**config.mk**
```make
export PLATFORM = sky130hd
export DESIGN_NAME = dtag_alloc
export DESIGN_NICKNAME = d
export VERILOG_FILES = /design/src/rtl/dtag_pkg.sv /design/src/rtl/dtag_pick.sv /design/src/rtl/dtag_order_q.sv /design/src/rtl/dtag_reply_match.sv /design/src/rtl/dtag_alloc.sv
export SDC_FILE = /design/constraint.sdc
export NUM_CORES = 1
export LEC_CHECK = 0
export BUFFER_PORTS_ARGS = -buffer_cell sky130_fd_sc_hd__buf_2
export CAP_MARGIN = 5
export CORE_UTILIZATION = 60
export DETAILED_ROUTE_END_ITERATION = 8
export HOLD_SLACK_MARGIN = 0.05
export PLACE_DENSITY_LB_ADDON = 0.1
export SYNTH_ARGS = -nofsm -noshare
export SYNTH_HDL_FRONTEND = slang
export SYNTH_SLANG_ARGS = --single-unit
```
**constraint.sdc**
```tcl
create_clock -name clk -period 3.1 [get_ports clk]
set_input_delay 0.31 -clock clk [delete_from_list [all_inputs] [get_ports clk]]
set_output_delay 0.31 -clock clk [all_outputs]
set_load 0.005 [all_outputs]
```
**src/rtl/dtag_pkg.sv**
```systemverilog
package dtag_pkg;
  localparam int TNUM_W  = 4;
  localparam int AGENT_W = 3;
  localparam int ID_W    = 1 + AGENT_W + TNUM_W;

  typedef struct packed {
    logic               prio;
    logic [AGENT_W-1:0] agent;
    logic [TNUM_W-1:0]  num;
  } dtag_t;

  function automatic dtag_t dtag_make(input logic prio,
                                      input logic [AGENT_W-1:0] agent,
                                      input logic [TNUM_W-1:0] num);
    dtag_t t;
    t.prio  = prio;
    t.agent = agent;
    t.num   = num;
    return t;
  endfunction
endpackage

```
**src/rtl/dtag_pick.sv**
```systemverilog
module dtag_pick #(
  parameter int N = 16,
  localparam int IW = $clog2(N)
) (
  input  logic [N-1:0]  busy,
  output logic          any_free,
  output logic [IW-1:0] idx
);
  always_comb begin
    any_free = 1'b0;
    idx      = '0;
    for (int i = N - 1; i >= 0; i--) begin
      if (!busy[i]) begin
        any_free = 1'b1;
        idx      = IW'(i);
      end
    end
  end
endmodule

```
**src/rtl/dtag_order_q.sv**
```systemverilog
module dtag_order_q #(
  parameter int W     = 4,
  parameter int DEPTH = 16,
  localparam int PW = $clog2(DEPTH),
  localparam int CW = $clog2(DEPTH + 1)
) (
  input  logic         clk,
  input  logic         rst_n,
  input  logic         push,
  input  logic [W-1:0] push_data,
  input  logic         pop,
  output logic [W-1:0] head,
  output logic         empty
);
  logic [W-1:0]  mem [DEPTH];
  logic [PW-1:0] wr_ptr, rd_ptr;
  logic [CW-1:0] cnt;

  function automatic logic [PW-1:0] ptr_next(input logic [PW-1:0] p);
    return (p == PW'(DEPTH - 1)) ? '0 : p + 1'b1;
  endfunction

  always_ff @(posedge clk) begin
    if (push) mem[wr_ptr] <= push_data;
  end

  always_ff @(posedge clk or negedge rst_n) begin
    if (!rst_n) begin
      wr_ptr <= '0;
      rd_ptr <= '0;
      cnt    <= '0;
    end else begin
      if (push) wr_ptr <= ptr_next(wr_ptr);
      if (pop)  rd_ptr <= ptr_next(rd_ptr);
      case ({push, pop})
        2'b10:   cnt <= cnt + 1'b1;
        2'b01:   cnt <= cnt - 1'b1;
        default: cnt <= cnt;
      endcase
    end
  end

  assign head  = mem[rd_ptr];
  assign empty = (cnt == '0);
endmodule

```
**src/rtl/dtag_reply_match.sv**
```systemverilog
module dtag_reply_match
  import dtag_pkg::*;
#(
  parameter int N = 16
) (
  input  logic               reply_valid,
  input  dtag_t              reply_tag,
  input  logic               self_prio,
  input  logic [AGENT_W-1:0] self_agent,
  input  logic [N-1:0]       parked,
  output logic               hit,
  output logic               miss,
  output logic [TNUM_W-1:0]  hit_num
);
  logic own;

  assign own     = (reply_tag.prio == self_prio) && (reply_tag.agent == self_agent);
  assign hit_num = reply_tag.num;
  assign hit     = reply_valid && own && parked[reply_tag.num];
  assign miss    = reply_valid && !hit;
endmodule

```
**src/rtl/dtag_alloc.sv**
```systemverilog
module dtag_alloc
  import dtag_pkg::*;
#(
  parameter int QDEPTH = 1 << dtag_pkg::TNUM_W
) (
  input  logic               clk,
  input  logic               rst_n,
  input  logic               agent_prio,
  input  logic [AGENT_W-1:0] agent_id,
  input  logic               req_valid,
  input  logic               req_defer_en,
  input  logic               snoop_valid,
  input  logic               snoop_defer,
  input  logic               reply_valid,
  input  logic [ID_W-1:0]    reply_id,
  output logic [ID_W-1:0]    id_out,
  output logic               id_valid,
  output logic               pool_full,
  output logic               reply_err
);
  localparam int NTAG = 1 << TNUM_W;

  function automatic logic [NTAG-1:0] num_mask(input logic en, input logic [TNUM_W-1:0] n);
    logic [NTAG-1:0] m;
    m    = '0;
    m[n] = en;
    return m;
  endfunction

  logic [NTAG-1:0]   busy_q, parked_q;
  logic              any_free;
  logic [TNUM_W-1:0] free_idx;
  logic [TNUM_W-1:0] q_head;
  logic              q_empty;
  logic              ev_grant, ev_snoop_take, ev_snoop_release, ev_snoop_park;
  logic              ev_reply_hit, ev_reply_miss;
  logic [TNUM_W-1:0] reply_num;
  logic              reply_err_q;

  dtag_pick #(.N(NTAG)) u_pick (
    .busy     (busy_q),
    .any_free (any_free),
    .idx      (free_idx)
  );

  assign ev_grant         = req_valid && req_defer_en && any_free;
  assign ev_snoop_take    = snoop_valid && !q_empty;
  assign ev_snoop_release = ev_snoop_take && !snoop_defer;
  assign ev_snoop_park    = ev_snoop_take && snoop_defer;

  dtag_order_q #(.W(TNUM_W), .DEPTH(QDEPTH)) u_order (
    .clk       (clk),
    .rst_n     (rst_n),
    .push      (ev_grant),
    .push_data (free_idx),
    .pop       (ev_snoop_take),
    .head      (q_head),
    .empty     (q_empty)
  );

  dtag_reply_match #(.N(NTAG)) u_match (
    .reply_valid (reply_valid),
    .reply_tag   (dtag_t'(reply_id)),
    .self_prio   (agent_prio),
    .self_agent  (agent_id),
    .parked      (parked_q),
    .hit         (ev_reply_hit),
    .miss        (ev_reply_miss),
    .hit_num     (reply_num)
  );

  always_ff @(posedge clk or negedge rst_n) begin
    if (!rst_n) begin
      busy_q      <= '0;
      parked_q    <= '0;
      reply_err_q <= 1'b0;
    end else begin
      busy_q <= (busy_q | num_mask(ev_grant, free_idx))
              & ~num_mask(ev_snoop_release, q_head)
              & ~num_mask(ev_reply_hit, reply_num);
      parked_q <= (parked_q | num_mask(ev_snoop_park, q_head))
                & ~num_mask(ev_reply_hit, reply_num);
      reply_err_q <= ev_reply_miss;
    end
  end

  assign id_out    = dtag_make(agent_prio, agent_id, free_idx);
  assign id_valid  = ev_grant;
  assign pool_full = !any_free;
  assign reply_err = reply_err_q;
endmodule

```
Yosys cells after proc, flatten, opt, wreduce, memory -nomap -nowiden --
Memories as Yosys holds them, arrays and structs flattened. Cells that the tools add are included.
Storage, ports and cells: input port bits 19, memories kept 1, RAM bits 64, output and inout port bits 11, flip-flop bits (word level) 46, word-level logic and storage cells 97
Memories:
- u_order.mem | depth 16, bits a word 4, read ports 1, clocked after Yosys merged registers in 0, write ports 1, line dtag_order_q.sv:15 | logic [W-1:0] mem [DEPTH];
Cells by class: reductions and logical operators 18, bitwise operators 11, muxes and demuxes 45, add/subtract/negate cells 4, eq/ne operators 6, $lt $le $gt $ge 6
Operators with widths (count):
- $and A16 B16 Y16 | 7
- $mux W4 | 18
- $not A16 Y16 | 2
- $or A16 B16 Y16 | 2
- $mux W1 | 22
- $lt A4 B5 Y1 const B | 3
- $demux W1 S4 | 3
- $ge A4 B1 Y1 const B | 3
- $logic_and A1 B1 Y1 | 12
- $pmux W5 S2 | 1
- $add A4 B1 Y4 const B | 2
- $eq A4 B4 Y1 const B | 2
- $add A5 B1 Y5 const B | 1
- $logic_not A5 Y1 | 1
- $sub A5 B1 Y5 const B | 1
- $bmux W1 S4 | 1
- $logic_not A1 Y1 | 4
- $eq A3 B3 Y1 | 1
- $eq A2 B1 Y1 const B | 1
- $eq A2 B2 Y1 const B | 1
- $reduce_bool A2 Y1 | 1
- $eq A1 B1 Y1 | 1

Depth between registers and ports, before layout --
depth in word-level cells 24, gate-level depth with buffers 12, gate-level depth less buffers 11

Modules after synthesis --
A second synthesis with hierarchy kept.
Second synthesis, totals: cells, all modules 431, area total of the unflattened synthesis 5400.2 um^2
By module, submodules not included:
- dtag_order_q | seq. area each 2247.2 um^2, area an instance 3319.4 um^2, times used 1, cells each 207
- dtag_alloc | seq. area each 825.8 um^2, area an instance 1654.1 um^2, times used 1, cells each 158
- dtag_reply_match | seq. area each 0.0 um^2, area an instance 260.2 um^2, times used 1, cells each 32
- dtag_pick | seq. area each 0.0 um^2, area an instance 166.4 um^2, times used 1, cells each 34

Worst setup path before layout --
OpenSTA, ideal clock, no wires.
kind flip-flop to flip-flop, start point reg busy_q[3], end point reg u_order.cnt[4], path slack 0.404 ns, required time 2.975 ns, cell stages (with the launch flop) 13, buffers on the path 1, setup time 0.125 ns, arrival 2.571 ns, clock period less this slack 2.696 ns, cell sequence dfrtp_1 > nand4_1 > nor4_1 > nor2_1 > clkbuf_1 > inv_1 > ha_1 > ha_1 > a21o_1 > a21oi_1 > xor2_1 > nor2_1 > xor2_1
Between the ends: cells in the longest elaborated chain, start to end 7, elaborated cells on any way between the ends 9, classes of those cells 2 x eq/ne; 5 x mux; 2 x reduce/logical
RTL lines:
- start: declaration | line dtag_alloc.sv:30 | logic [NTAG-1:0] busy_q, parked_q;
- start signal: assignment | line dtag_alloc.sv:78 | busy_q <= (busy_q | num_mask(ev_grant, free_idx))
- $mux W1 * (4 in a row) | line dtag_pick.sv:13 | if (!busy[i]) begin
- $logic_and A1 B1 Y1 * | line dtag_alloc.sv:46 | assign ev_grant = req_valid && req_defer_en && any_free;
- net id_valid | line dtag_alloc.sv:17 | output logic id_valid,
- $eq A2 B1 Y1 / $eq A2 B2 Y1 (equally long branches) | line dtag_order_q.sv:35 | case ({push, pop})
- $pmux W5 S2 / $reduce_bool A2 Y1 (equally long branches)
- end signal: assignment | line dtag_order_q.sv:36 | 2'b10: cnt <= cnt + 1'b1;
- end signal: assignment | line dtag_order_q.sv:37 | 2'b01: cnt <= cnt - 1'b1;
- end signal: assignment | line dtag_order_q.sv:38 | default: cnt <= cnt;
- end: declaration | line dtag_order_q.sv:17 | logic [CW-1:0] cnt;
Mark *: on every way through the listed nets, which the timed path passes. The rest lies on a longest branch. A chain may end at the register's enable or synchronous reset.

Worst setup path after layout --
start point reg u_order.cnt[1], end point reg u_order.cnt[4]
Between the ends: cells in the longest elaborated chain, start to end 5, elaborated cells on any way between the ends 9, classes of those cells 2 x add/sub; 2 x eq/ne; 1 x mux; 4 x reduce/logical
RTL lines:
- $logic_not A5 Y1 * | line dtag_order_q.sv:44 | assign empty = (cnt == '0);
- $logic_not A1 Y1 * | line dtag_alloc.sv:47 | assign ev_snoop_take = snoop_valid && !q_empty;
- $logic_and A1 B1 Y1 * | line dtag_alloc.sv:47
- net ev_snoop_take | line dtag_alloc.sv:35 | logic ev_grant, ev_snoop_take, ev_snoop_release, ev_snoop_park;
- $eq A2 B1 Y1 / $eq A2 B2 Y1 (equally long branches) | line dtag_order_q.sv:35
- $pmux W5 S2 / $reduce_bool A2 Y1 (equally long branches)
Marks and branches as above.

==> out/results.txt <==
The most numerous cell type found on the critical path is xor2_1. Global routing finished with a remaining overflow of 0. In the final routed layout, each cell accounts on average for 19.81 um.

The number of distinct library cells after synthesis was 58. The maximum achievable frequency is 358.3 MHz, and the critical-path maximum fanout is 7. Entering global routing, the biggest net connects 47 pins. Setup repair after global routing left no endpoint under its margin. Clock-pin slew was measured on the worst setup and hold paths at 0.11 ns.

The worst path uses 90.04% of the clock period. The number of synthesis warnings is 0, and the number of storage elements in the synthesis netlist is 110. The routed layout has 3,584 vias. For the post-synth design cell area, the log shows 0.005356 mm2. In the synthesized netlist the dominant register cell turns out to be edfxtp_1.

When the netlist entered floorplanning its net count stood at 453. The routability congestion estimate came out at 0.9122. The run gives 0 ns as the setup TNS after final layout. TritonCTS built the clock tree.

The setup fix buffers added after clock tree synthesis was 0; the core area was 0.008678 mm2. The initial DRC count was 181; the number of hold violations in the final report was 0. On the final layout, the worst clock skew is 0.01468 ns.

The H-tree was split into 3 levels. Startpoint type of the worst setup path: a flip-flop. The tools report the number of instances in the synthesized netlist as 424.

The data required time of the worst path is 3.37 ns, and the post-synthesis to final-layout area growth is 8.456%. Once the clock tree was built, the resizer swapped 0 gates to a different size. The number of antenna violations at the first check in global routing is 0, and the setup-violating endpoint count in the final report is 0.

In this run the deepest clock path goes through 2 buffers. The logs give 3.06 ns for the endpoint arrival time on the critical path and 0 for the final routed DRC violation total. Count of clock tree sinks: 110. For the max capacitance violation total, the log shows 0.

The number of top-level pins was 30; the wire length after detailed routing was 11,310 um. Once placement completed, the tool counted placed cells totaling 555. Dividing total power by cell area gives a power density of 941.6 mW/mm2.

The run finished with clean final reports. The highest cell delay on the worst timing path is 0.51 ns, and the total clock buffers created by CTS is 9. The worst pin sits at a relative slew slack of 27.35%.

The share of final-layout standard cells stronger than drive strength 1 works out to 20.09%. The kind of path behind the tightest hold check was input port to asynchronous set/reset pin. The tools report the total leakage power as 0.002172 uW. Hold repair after CTS inserted 0 buffers.

The mean instance size in the synthesized netlist is 12.63 um2, and the max-slew violation total from the final report is 0. The total track usage was 26.52%. Walking the worst path, the cells encountered are or4_1 -> o21a_1 -> ha_1 -> fa_1 -> a21o_1 -> a21oi_1 -> xor2_1 -> nor2_1 -> xor2_1. Together, buffers and inverters on the worst path number 0. Of the synthesized area, sequential elements account for 57.37%. CTS placed an instance of clkbuf_8 at the clock tree root. Once the floorplan was initialized, standard cells occupied 61.72% of the core. The minimum clock period was 2.791 ns. The setup path with the least slack is of type flip-flop to flip-flop. In this run the horizontal extent of the chip is 96.49 um. At the pin with the least slew margin, the transition time is 1.090 ns. The number of global-route vias before repair came out at 3,491. Cell with the biggest individual delay on the critical path: or4_1. For the final-layout worst hold slack, the log shows 0.1165 ns. The maximum ir drop on the vdd rail came out at 0.5126 mV. In the layout the commonest cells are edfxtp_1 (64), nor2_1 (54), dfrtp_1 (46).

The most common cell after layout, fill and taps aside was edfxtp_1. The wire-length estimate of the detail-placed layout is 8336 um. STA classifies the critical path endpoint as a flip-flop. The number of search-and-repair iterations in the first detailed-routing pass was 4; the die area was 0.009309 mm2. The vertical extent of the die works out to 96.49 um. Among cell families on the critical path, the largest total delay comes from adder cells. The wire length of the first global-routing pass is 17,840 um, and the count of input and output buffers is 29. Counting flops with an async set or reset pin after synthesis yields a share of 41.82%. The remaining antenna violation count is 0. Post-detailed-route via-to-cell ratio: 6.277.

The tools report the placement row count as 34. The number of antenna diodes in the final layout is 0. The clock reaches the later pin of the worst-skew pair after 0.38 ns.

The count of placed standard cells in the final layout, fillers left out is 571. After the last flow step, the layout net total stands at 487. In this run, synthesis inferred 64 flip-flops with an integrated enable.
==> Yosys cell counts, types with 3 or more instances <==
cell	instances	area [um2]
and2_1	3	18.77
nand4_1	4	25.02
nor2_1	54	202.7
mux2_2	3	33.78
a21o_1	3	22.52
buf_4	4	30.03
a31oi_1	3	18.77
inv_1	9	33.78
nor3_2	7	70.07
nand3_1	10	50.05
dfrtp_1	46	1151
o21ai_0	11	55.05
nor2b_1	6	37.54
nand2b_1	6	37.54
a21oi_1	35	175.2
xnor2_1	4	35.03
clkbuf_1	7	26.28
nor3_1	20	100.1
nand2_1	27	101.4
xor2_1	7	61.31
a22oi_2	4	50.05
nor4_1	17	106.4
mux4_2	7	157.7
edfxtp_1	64	1922
ha_1	9	112.6
mux4_1	13	341.6
==> worst reg2reg max path, delay by kind of cell, from the launching register on <==
| family | cells | cell delay, ns |
|---|---|---|
| fa+ha+maj | 2 | 0.73 |
| compound gates | 3 | 0.63 |
| simple gates | 2 | 0.57 |
| flops | 1 | 0.44 |
| xor+xnor | 2 | 0.30 |
==> logic make-up (layout without fill, tap and decap cells) <==
kind of cell	count (synthesis)	in the layout	synth area share, %
buffers and inverters	26	65	2.499
AND/OR/NAND/NOR	164	164	15.39
XOR/XNOR	11	11	1.799
multiplexers	23	23	9.951
AO/OA/AOI/OAI	80	80	10.51
flip-flops	110	110	57.37
adder cells (fa/ha/maj)	10	10	2.476
==> sequential cells by signal (all words and copies together), names as in the netlist <==
name / flops
parked_q: 16
u_order.cnt: 5
u_order.mem: 64
busy_q: 16
u_order.rd_ptr: 4
reply_err: 1
u_order.wr_ptr: 4
==> routing by layer <==
layer / track usage [%] / vias to the layer above / routed length [um]
met2: 45.42 / 138 / 5684
met3: 4.460 / 27 / 609
met1: 33.14 / 1735 / 4661
met4: 11.76 / 0 / 355
li1: - / 1684 / -
met5: 0 / - / 0
==> worst paths after layout <==
kind / from / endpoint / cells after the start / slack, ns
setup / recovery: u_order.cnt[1] / u_order.cnt[4] / 9 / 0.31
hold / removal: rst_n / parked_q[15] / 1 / 0.12
setup reg to reg: u_order.cnt[1] / u_order.cnt[4] / 9 / 0.31
hold reg to reg: u_order.cnt[4] / u_order.cnt[4] / 1 / 0.49
max in group asynchronous: rst_n / busy_q[1] / 1 / 2.32
min in group clk: reply_valid / reply_err / 2 / 0.16
==> cell type report <==
type,count,area (um2)
inverter,9,33.78
clock buffer,10,127.6
fill,646,2869
tap,108,135.1
sequential,110,3073
clock inverter,6,62.56
timing repair buffer,40,227.7
multi-input combinational,288,2150
==> power by group <==
part / internal, uW / switching (uW) / total (uW)
sequential: 2060 / 322 / 2380
clock: 316 / 519 / 835
combinational: 921 / 1340 / 2260
==> through the flow <==
| step | cell area (um2) | setup slack [ns] | utilization, % | power, uW |
|---|---|---|---|---|
| after floorplan | 5356 | 0.4037 | - | 3986 |
| after global placement | 5619 | 0.4130 | 64.75 | 4565 |
| after detailed placement | 5619 | 0.3494 | 64.75 | 4649 |
| after CTS | 5809 | 0.3298 | 66.94 | 5477 |
| after global routing | 5809 | 0.1016 | 66.94 | 5799 |
| final | 5809 | 0.3089 | 66.94 | 5470 |
(Power assumes the default switching activity.)
